`src/rtl/llc_incl_dir.sv`:
```
module llc_incl_dir #(
  parameter int NCORE = 4,
  parameter int NWAYS = 8,
  parameter int NSETS = 16,
  parameter int TAG_W = 8,
  localparam int CW = $clog2(NCORE),
  localparam int IW = $clog2(NSETS),
  localparam int WW = $clog2(NWAYS),
  localparam int AW = TAG_W + IW
) (
  input  logic          clk,
  input  logic          rst_n,
  input  logic          req_valid,
  output logic          req_ready,
  input  logic [CW-1:0] req_core,
  input  logic [1:0]    req_op,
  input  logic [AW-1:0] req_addr,
  output logic          rsp_valid,
  output logic          rsp_hit,
  output logic          inv_valid,
  input  logic          inv_ready,
  output logic [CW-1:0] inv_core,
  output logic [AW-1:0] inv_addr
);

  logic [NWAYS-1:0] vld_q [NSETS];
  logic [TAG_W-1:0] tag_q [NSETS][NWAYS];
  logic [NCORE-1:0] shr_q [NSETS][NWAYS];
  logic [WW-1:0]    age_q [NSETS][NWAYS];

  logic [NCORE-1:0] pend_q;
  logic [AW-1:0]    pend_addr_q;
  logic             rsp_valid_q, rsp_hit_q;

  logic [IW-1:0]    set_i;
  logic [TAG_W-1:0] tag_i;
  logic [NWAYS-1:0] hit_vec;
  logic [WW-1:0]    hit_way, free_way, lru_way, vic_way, acc_way;
  logic             hit, full, accept, is_note, is_own;
  logic [NCORE-1:0] req_bit, cur_shr, nxt_shr, new_mask, inv_onehot;
  logic [AW-1:0]    new_addr;
  logic             inv_fire, inv_last;

  assign set_i   = req_addr[IW-1:0];
  assign tag_i   = req_addr[AW-1:IW];
  assign is_note = req_op[1];
  assign is_own  = (req_op == 2'b01);
  assign req_bit = NCORE'(1) << req_core;

  always_comb begin
    hit_way  = '0;
    free_way = '0;
    lru_way  = '0;
    for (int w = NWAYS - 1; w >= 0; w--) begin
      hit_vec[w] = vld_q[set_i][w] && (tag_q[set_i][w] == tag_i);
      if (hit_vec[w]) hit_way = WW'(w);
      if (!vld_q[set_i][w]) free_way = WW'(w);
      if (age_q[set_i][w] == WW'(NWAYS - 1)) lru_way = WW'(w);
    end
  end

  assign hit     = |hit_vec;
  assign full    = &vld_q[set_i];
  assign vic_way = full ? lru_way : free_way;
  assign acc_way = hit ? hit_way : vic_way;
  assign cur_shr = shr_q[set_i][acc_way];

  always_comb begin
    new_mask = '0;
    new_addr = req_addr;
    nxt_shr  = req_bit;
    if (is_note) begin
      nxt_shr = cur_shr & ~req_bit;
    end else if (hit) begin
      new_mask = is_own ? (cur_shr & ~req_bit) : '0;
      nxt_shr  = is_own ? req_bit : (cur_shr | req_bit);
    end else begin
      new_mask = full ? cur_shr : '0;
      new_addr = {tag_q[set_i][vic_way], set_i};
    end
  end

  always_comb begin
    inv_core = '0;
    for (int c = NCORE - 1; c >= 0; c--)
      if (pend_q[c]) inv_core = CW'(c);
  end

  assign inv_onehot = NCORE'(1) << inv_core;
  assign inv_valid  = |pend_q;
  assign inv_addr   = pend_addr_q;
  assign inv_fire   = inv_valid && inv_ready;
  assign inv_last   = (pend_q & ~inv_onehot) == '0;
  assign req_ready  = !inv_valid;
  assign accept     = req_valid && req_ready;
  assign rsp_valid  = rsp_valid_q;
  assign rsp_hit    = rsp_hit_q;

  always_ff @(posedge clk or negedge rst_n) begin
    if (!rst_n) begin
      for (int s = 0; s < NSETS; s++) begin
        vld_q[s] <= '0;
        for (int w = 0; w < NWAYS; w++) begin
          tag_q[s][w] <= '0;
          shr_q[s][w] <= '0;
          age_q[s][w] <= WW'(w);
        end
      end
      pend_q      <= '0;
      pend_addr_q <= '0;
      rsp_valid_q <= 1'b0;
      rsp_hit_q   <= 1'b0;
    end else begin
      rsp_valid_q <= (accept && new_mask == '0) || (inv_fire && inv_last);
      if (accept) begin
        rsp_hit_q   <= hit;
        pend_q      <= new_mask;
        pend_addr_q <= new_addr;
        if (!is_note || hit) shr_q[set_i][acc_way] <= nxt_shr;
        if (!is_note) begin
          vld_q[set_i][acc_way] <= 1'b1;
          tag_q[set_i][acc_way] <= tag_i;
          for (int w = 0; w < NWAYS; w++) begin
            if (WW'(w) == acc_way)
              age_q[set_i][w] <= '0;
            else if (age_q[set_i][w] < age_q[set_i][acc_way])
              age_q[set_i][w] <= age_q[set_i][w] + 1'b1;
          end
        end
      end else if (inv_fire) begin
        pend_q <= pend_q & ~inv_onehot;
      end
    end
  end

  a_r7_stall: assert property (@(posedge clk) disable iff (!rst_n)
    inv_valid |-> !req_ready);

  a_r7_hold: assert property (@(posedge clk) disable iff (!rst_n)
    (inv_valid && !inv_ready) |=> (inv_valid && $stable(inv_core) && $stable(inv_addr)));

  a_r8_rsp_after_drain: assert property (@(posedge clk) disable iff (!rst_n)
    rsp_valid |-> !inv_valid);

  a_r9_notice_quiet: assert property (@(posedge clk) disable iff (!rst_n)
    (req_valid && req_ready && req_op[1]) |=> (!inv_valid && rsp_valid));

  a_r6_one_per_cycle: assert property (@(posedge clk) disable iff (!rst_n)
    (inv_valid && inv_ready && $countones(pend_q) > 1) |=> ($countones(pend_q) == $countones($past(pend_q)) - 1));

endmodule

```
`config.mk`:
```
export PLATFORM = sky130hd
export DESIGN_NAME = llc_incl_dir
export DESIGN_NICKNAME = d
export VERILOG_FILES = /design/src/rtl/llc_incl_dir.sv
export SDC_FILE = /design/constraint.sdc
export NUM_CORES = 2
export LEC_CHECK = 0
export ABC_AREA = 1
export CAP_MARGIN = 15
export CORE_UTILIZATION = 35
export DETAILED_ROUTE_END_ITERATION = 10
export GPL_TIMING_DRIVEN = 1
export PLACE_DENSITY = 0.49
export SYNTH_ARGS = -nofsm -noshare
export SYNTH_HDL_FRONTEND = slang
export SYNTH_SLANG_ARGS = --single-unit
```
`constraint.sdc`:
```
create_clock -name clk -period 4.6 [get_ports clk]
set_input_delay 0.69 -clock clk [delete_from_list [all_inputs] [get_ports clk]]
set_output_delay 0.69 -clock clk [all_outputs]
set_load 0.02 [all_outputs]
```
== After elaboration in Yosys (flattened, before gate mapping) ==
Index checks and enable logic that the tools add are counted.

* Add/subtract/negate cells: 8
* Mux-type cells: 130
* Bitwise logic cells: 26
* Shifts and indexed selects: 2
* Equal/unequal tests: 24
* Order comparisons: 15
* Reduce and logical (&&, ||, !) cells: 28

{| class="wikitable"
|+ Operators by type and width
! kind !! count
|-
| 384-bit 2-to-1 mux || 30
|-
| 384-bit bitwise AND || 8
|-
| 384-bit bitwise mux || 8
|-
| 384-bit NOT || 8
|-
| 1024-bit bitwise mux || 1
|-
| 24-bit demux with 4-bit select || 8
|-
| 512-bit bitwise mux || 1
|-
| 64-bit binary-select mux with 4-bit select || 1
|-
| 64-bit demux with 4-bit select || 1
|-
| 64-bit 2-to-1 mux || 3
|-
| 32-bit binary-select mux with 4-bit select || 1
|-
| 32-bit demux with 4-bit select || 1
|-
| 128-bit OR || 1
|-
| 24-bit binary-select mux with 4-bit select || 1
|-
| 32-bit 2-to-1 mux || 3
|-
| 3-bit 2-to-1 mux || 29
|-
| 24-bit 2-to-1 mux || 3
|-
| 8-bit equality test || 8
|-
| 4-bit 2-to-1 mux || 12
|-
| 8-bit 2-to-1 mux || 6
|-
| 12-bit 2-to-1 mux || 3
|-
| 8-bit binary-select mux with 4-bit select || 1
|-
| 8-bit demux with 4-bit select || 1
|-
| 3-bit by 1-bit adder with 3-bit output (second input constant) || 8
|-
| other kinds (42) || 86
|}

* Word-level logic and storage cells: 637
* Output and inout bits: 18
* Bits of input ports: 20
* Flip-flop bits (word level): 2066

== Logic depth before layout (Yosys ltp) ==
* Word-level depth: 57
* Mapped depth: 42
* Depth with buffers taken out: 37

== Worst setup path after synthesis ==
Ideal clock, no wire load.

* Kind: in2reg
* Start: in req_addr[0]
* End: reg age_q[115] (netlist name)
* Cell stages on the path: 35
* Data arrival time: 6620 ps
* Setup slack: -2085 ps
* Library setup time: 65 ps
* Required time: 4535 ps
* Buffers on the path: 11
* Cells stage by stage: buf_6 -> inv_2 -> nor2_1 -> buf_2 -> buf_2 -> buf_2 -> buf_2 -> buf_1 -> clkbuf_1 -> buf_1 -> a22oi_1 -> a21oi_1 -> or4_1 -> ha_1 -> ha_1 -> o311ai_0 -> nand3_1 -> o21ai_4 -> nand3_1 -> nand2_1 -> buf_4 -> nor2_1 -> inv_1 -> o21ai_0 -> a21oi_1 -> o21ai_0 -> o32a_1 -> ha_1 -> a21oi_1 -> clkbuf_1 -> buf_1 -> nand3_1 -> nand2_1 -> nand3_1 -> nand2_1

* Longest elaborated chain between the ends: 57
* Elaborated cells on any way between the ends: 156
* Those cells by class: add/sub (8); order compare (10); eq/ne (23); mux (85); bitwise (18); reduce/logical (12)

{| class="wikitable"
|+ RTL lines
! item !! line !! text
|-
| start: declaration || 17 || <nowiki>input logic [AW-1:0] req_addr,</nowiki>
|-
| 4-bit NOT with 5-bit output (not written as such) (*) || n/a ||
|-
| 64-bit binary-select mux with 4-bit select / 24-bit binary-select mux with 4-bit select (equally long branches) || n/a ||
|-
| 64-bit 2-to-1 mux (not written as such) / 24-bit 2-to-1 mux (equally long branches) (2 in a row) || n/a ||
|-
| 8-bit equality test / 3-bit equality test (equally long branches) || 55, 58 ||
|-
| 1-bit logical AND / 3-bit 2-to-1 mux (equally long branches) || 55, 58 ||
|-
| 3-bit 2-to-1 mux (on tied branches) (7 in a row) || 56, 58 ||
|-
| 3-bit 2-to-1 mux (on tied branches) || 56, 64 ||
|-
| 3-bit 2-to-1 mux || 65 || <nowiki>assign acc_way = hit ? hit_way : vic_way;</nowiki>
|-
| (+34 left out) || n/a ||
|-
| 384-bit bitwise mux || 127 || <nowiki>age_q[set_i][w] <= age_q[set_i][w] + 1'b1;</nowiki>
|-
| 384-bit 2-to-1 mux || 126 || <nowiki>else if (age_q[set_i][w] < age_q[set_i][acc_way])</nowiki>
|-
| 384-bit 2-to-1 mux || 124 || <nowiki>if (WW'(w) == acc_way)</nowiki>
|-
| 384-bit 2-to-1 mux || 120 || <nowiki>if (!is_note) begin</nowiki>
|-
| 384-bit 2-to-1 mux || 115 || <nowiki>if (accept) begin</nowiki>
|-
| 384-bit bitwise mux || 127 ||
|-
| 384-bit 2-to-1 mux || 126 ||
|-
| 384-bit 2-to-1 mux (*) || 124 ||
|-
| end signal: indexed assignment || 106 || <nowiki>age_q[s][w] <= WW'(w);</nowiki>
|-
| end signal: indexed assignment || 127 ||
|-
| end: declaration || 29 || <nowiki>logic [WW-1:0] age_q [NSETS][NWAYS];</nowiki>
|}

Every way passes the cells marked *; elsewhere a longest branch is shown, timed or not. The select of a mux whose other input is x is not followed.
A chain may end at the register's enable or synchronous reset.

== Worst setup path after layout ==
* Start: in req_addr[1]
* End: reg age_q[115] (netlist name)

Same word-level chain as after synthesis.

==> key figures <==
Run status
  – Status: finished with violations
  – Violated checks: setup timing

Timing
  – Setup violators final: 671
  – Clock period minus worst slack: 4.92 ns
  – Clk_skew: 0.0904 ns
  – Max-slew violation count: 0
  – Top achievable clock speed: 0.203 GHz
  – Setup ws final: -0.324 ns
  – Final Hold Fails: 0
  – Max-slew headroom: 17.3%
  – Ratio of final minimum period to clock period: 107%
  – Unrepaired setup endpoints after global routing: yes
  – Fin Setup TNS: -109.83 ns
  – Worst-Margin Slew: 1.24 ns

Route
  – Pre-antenna DRT Iters: 8
  – 1st-iter DRT viols: 10,100
  – Via count: 104,000
  – Routed WL: 438,000 um
  – DRC Markers: 0
  – Drt wl/cell: 22.1 um
  – Vias/cell: 5.26
  – Antenna Nets Post-Route: 0

Power
  – Maximum vdd ir drop: 316 uV
  – Internal: 37.2 mW
  – Sw Share: 31.8%
  – Leakage power: 68.6 nW
  – Power Density: 393 nW/um2
  – Clock power frac: 37.4%
  – Sequential share of power: 38.0%
  – Logic gate share of total power: 24.7%
  – Net Switching: 17.3 mW

Setup path
  – Type of origin of the critical path: primary input
  – Reg-to-reg startpoint: age_q[79]
  – CP max-delay cell: o311ai_4
  – Reg-to-Reg End: age_q[115]
  – Register-to-register setup slack: -0.25 ns
  – CP peak stage delay: 0.27 ns
  – Critical path endpoint category: register
  – Setup CP Type: in -> reg
  – Worst Reg2Reg Path Length in Cells: 30
  – Crit-path max FO: 22
  – Worst EP arrival: 5.68 ns
  – Worst path required time: 5.36 ns

Logic synthesis
  – Distinct cells, synth: 52
  – Most common cell in the synthesized netlist: nand2_1
  – Synthesis Warnings: 0
  – Largest cells by area after synthesis: dfrtp_1 (44%), nand2_1 (21%), nand3_1 (7.3%), o21ai_0 (6.0%), dfstp_2 (4.7%)
  – Synth cell count leaders: nand2_1 (5,944), dfrtp_1 (1,874), nand3_1 (1,558)
  – Top_reg_cell synth: dfrtp_1
  – Syn Std Cell Area: 107,000 um2
  – Yosys reg bits: 2,066
  – Yosys top cell by area: dfrtp_1
  – Async S/R FF share, synth: 100%
  – Yosys top cell area share: 43.8%
  – Mapped Cells: 14,500
  – Post-synth EDFFs: 0
  – Sequential cell area fraction in the yosys report: 48.6%
  – Post-synthesis net count: 14,600
  – Avg Inst Size Synth: 7.36 um2

Die
  – Die footprint: 308,000 um2
  – Rows: 202
  – Initial core utilization: 35.3%
  – DIE HEIGHT: 555 um
  – Die Width: 555 um
  – Top-Level Pins: 38
  – Core area: 303,000 um2

Clock network
  – CTS tree: yes
  – CTS Sinks: 2,066
  – Htree depth: 4
  – Clock root buffer: clkbuf_16
  – CTS Buffer Depth: 4
  – Clk slew on worst S/H paths: 0.06 ns
  – CTS Buf Count: 239
  – Latest clock arrival within the worst-skew pair: 0.96 ns

Final layout
  – Area growth syn-to-layout: 29.8%
  – Layout cells sized above 1: 20.4%
  – Final design utilization: 45.8%
  – Nets: 15,700
  – Filler instances: 30,300
  – Non-Filler Instances: 19,800

Global route
  – Largest net degree at the start of global routing: 159
  – First-pass GRT wire length: 644,000 um
  – Antenna violations before repair: 16
  – GRT Util Overall: 27.3%
  – Vias in the first global route: 98,100
  – Total gr overflow: 0

Placed design
  – GP Congestion: 0.887
  – Placed Cells: 19,200
  – # port buffers: 37
  – Post-DP HPWL: 273,000 um
  – Pre-CTS WS: -1.94 ns

Run
  – Max Cap Viol: 0

Hold path
  – HP Class: in -> async
==> stage by stage <==
step                area [um2]  power [mW]  hold WS [ns]
floorplan               108000        26.7         0.394
global placement        124000        31.9         0.430
detailed placement      124000        32.0         0.435
CTS                     134000        53.0         0.387
global route            139000        56.6         0.431
finish                  139000        54.5         0.404
==> power by group through the flow <==
stage               clock network, mW  registers, mW  logic [mW]
global route                     21.4           20.9        14.3
floorplan                           0           20.8        5.86
detailed placement                  0           21.0        11.0
CTS                              20.7           20.7        11.6
finish                           20.4           20.7        13.5
global placement                    0           21.0        10.9
==> final cells by class <==
cell class / instances / area, um2 / area share (%)
Sequential cell: 2066 / 51900 / 37.4
Multi-Input combinational cell: 10600 / 50900 / 36.7
Timing Repair Buffer: 1886 / 19700 / 14.1
Clock buffer: 359 / 7140 / 5.14
Tap cell: 3978 / 4980 / 3.58
Inverter: 788 / 3070 / 2.21
Clock inverter: 87 / 1170 / 0.843
Antenna cell: 6 / 15.0 / 0.0108
==> per-layer routing <==
layer | global-route usage (%) | share of wire, % | wire [um]
met1 | 38.0 | 45 | 197000
met2 | 44.2 | 46 | 201000
met3 | 2.77 | 5.7 | 25000
met4 | 8.72 | 3.6 | 15700
met5 | 0 | 0.011 | 49
==> state kept, by name, indices dropped and copies added (netlist names) <==
register,count
age_q,384
vld_q,128
inv_addr,12
rsp_hit,1
shr_q,512
pend_q,4
rsp_valid,1
tag_q,1024
==> repair_timing <==
action | 4_1_cts | 5_1_grt
pin swaps | 28 | 366
buffers inserted | 29 | 40
setup endpoints to repair | 2052 | 957
gates resized for setup | 174 | 628
endpoints found under the hold margin | 35 | 0
hold buffers | 1 | 0
cloned | 15 | 73
==> critical path: cells and delay by family <==
family | cells | cell delay, ns
AO/OA/AOI/OAI | 6 | 0.94
adder cells (fa/ha/maj) | 2 | 0.45
AND/OR/NAND/NOR | 14 | 1.53
buffers and inverters | 14 | 1.96
==> how the worst max path moves through the flow <==
stage | start | endpoint | slack (ns) | cells after the start
after floorplan | req_addr[0] | age_q[10] | -1.10 | 33
after global placement | req_addr[3] | age_q[333] | -1.96 | 40
after detailed placement | req_addr[3] | age_q[311] | -1.94 | 40
after CTS | req_addr[0] | age_q[374] | -0.19 | 33
after global routing | req_addr[1] | age_q[343] | -0.41 | 34
final | req_addr[1] | age_q[115] | -0.32 | 36
==> cell usage in the layout (no fill, tap or decap), drive strengths merged, types with 7 or more instances in the layout <==
cell / instances
clkbuf: 420
o21ai: 1465
dfrtp: 1874
nor3: 328
inv: 778
buf: 1786
nand2: 5963
dfstp: 192
o221ai: 13
nand3: 1573
a221oi: 8
ha: 32
nand4: 95
clkdlybuf4s50: 32
nor4: 7
or4: 14
a22oi: 274
o22ai: 197
a21oi: 319
o211ai: 8
nor2: 303
clkinv: 67
bufinv: 26
==> cell families after synthesis <==
logic type,share of synthesized area (%)
AOI/OAI and AO/OA,11.8
DFF,48.6
buffers and inverters,7.02
adders and majority gates,0.374
and+or+nand+nor,32.2
Power figures use the tool's default switching activity.
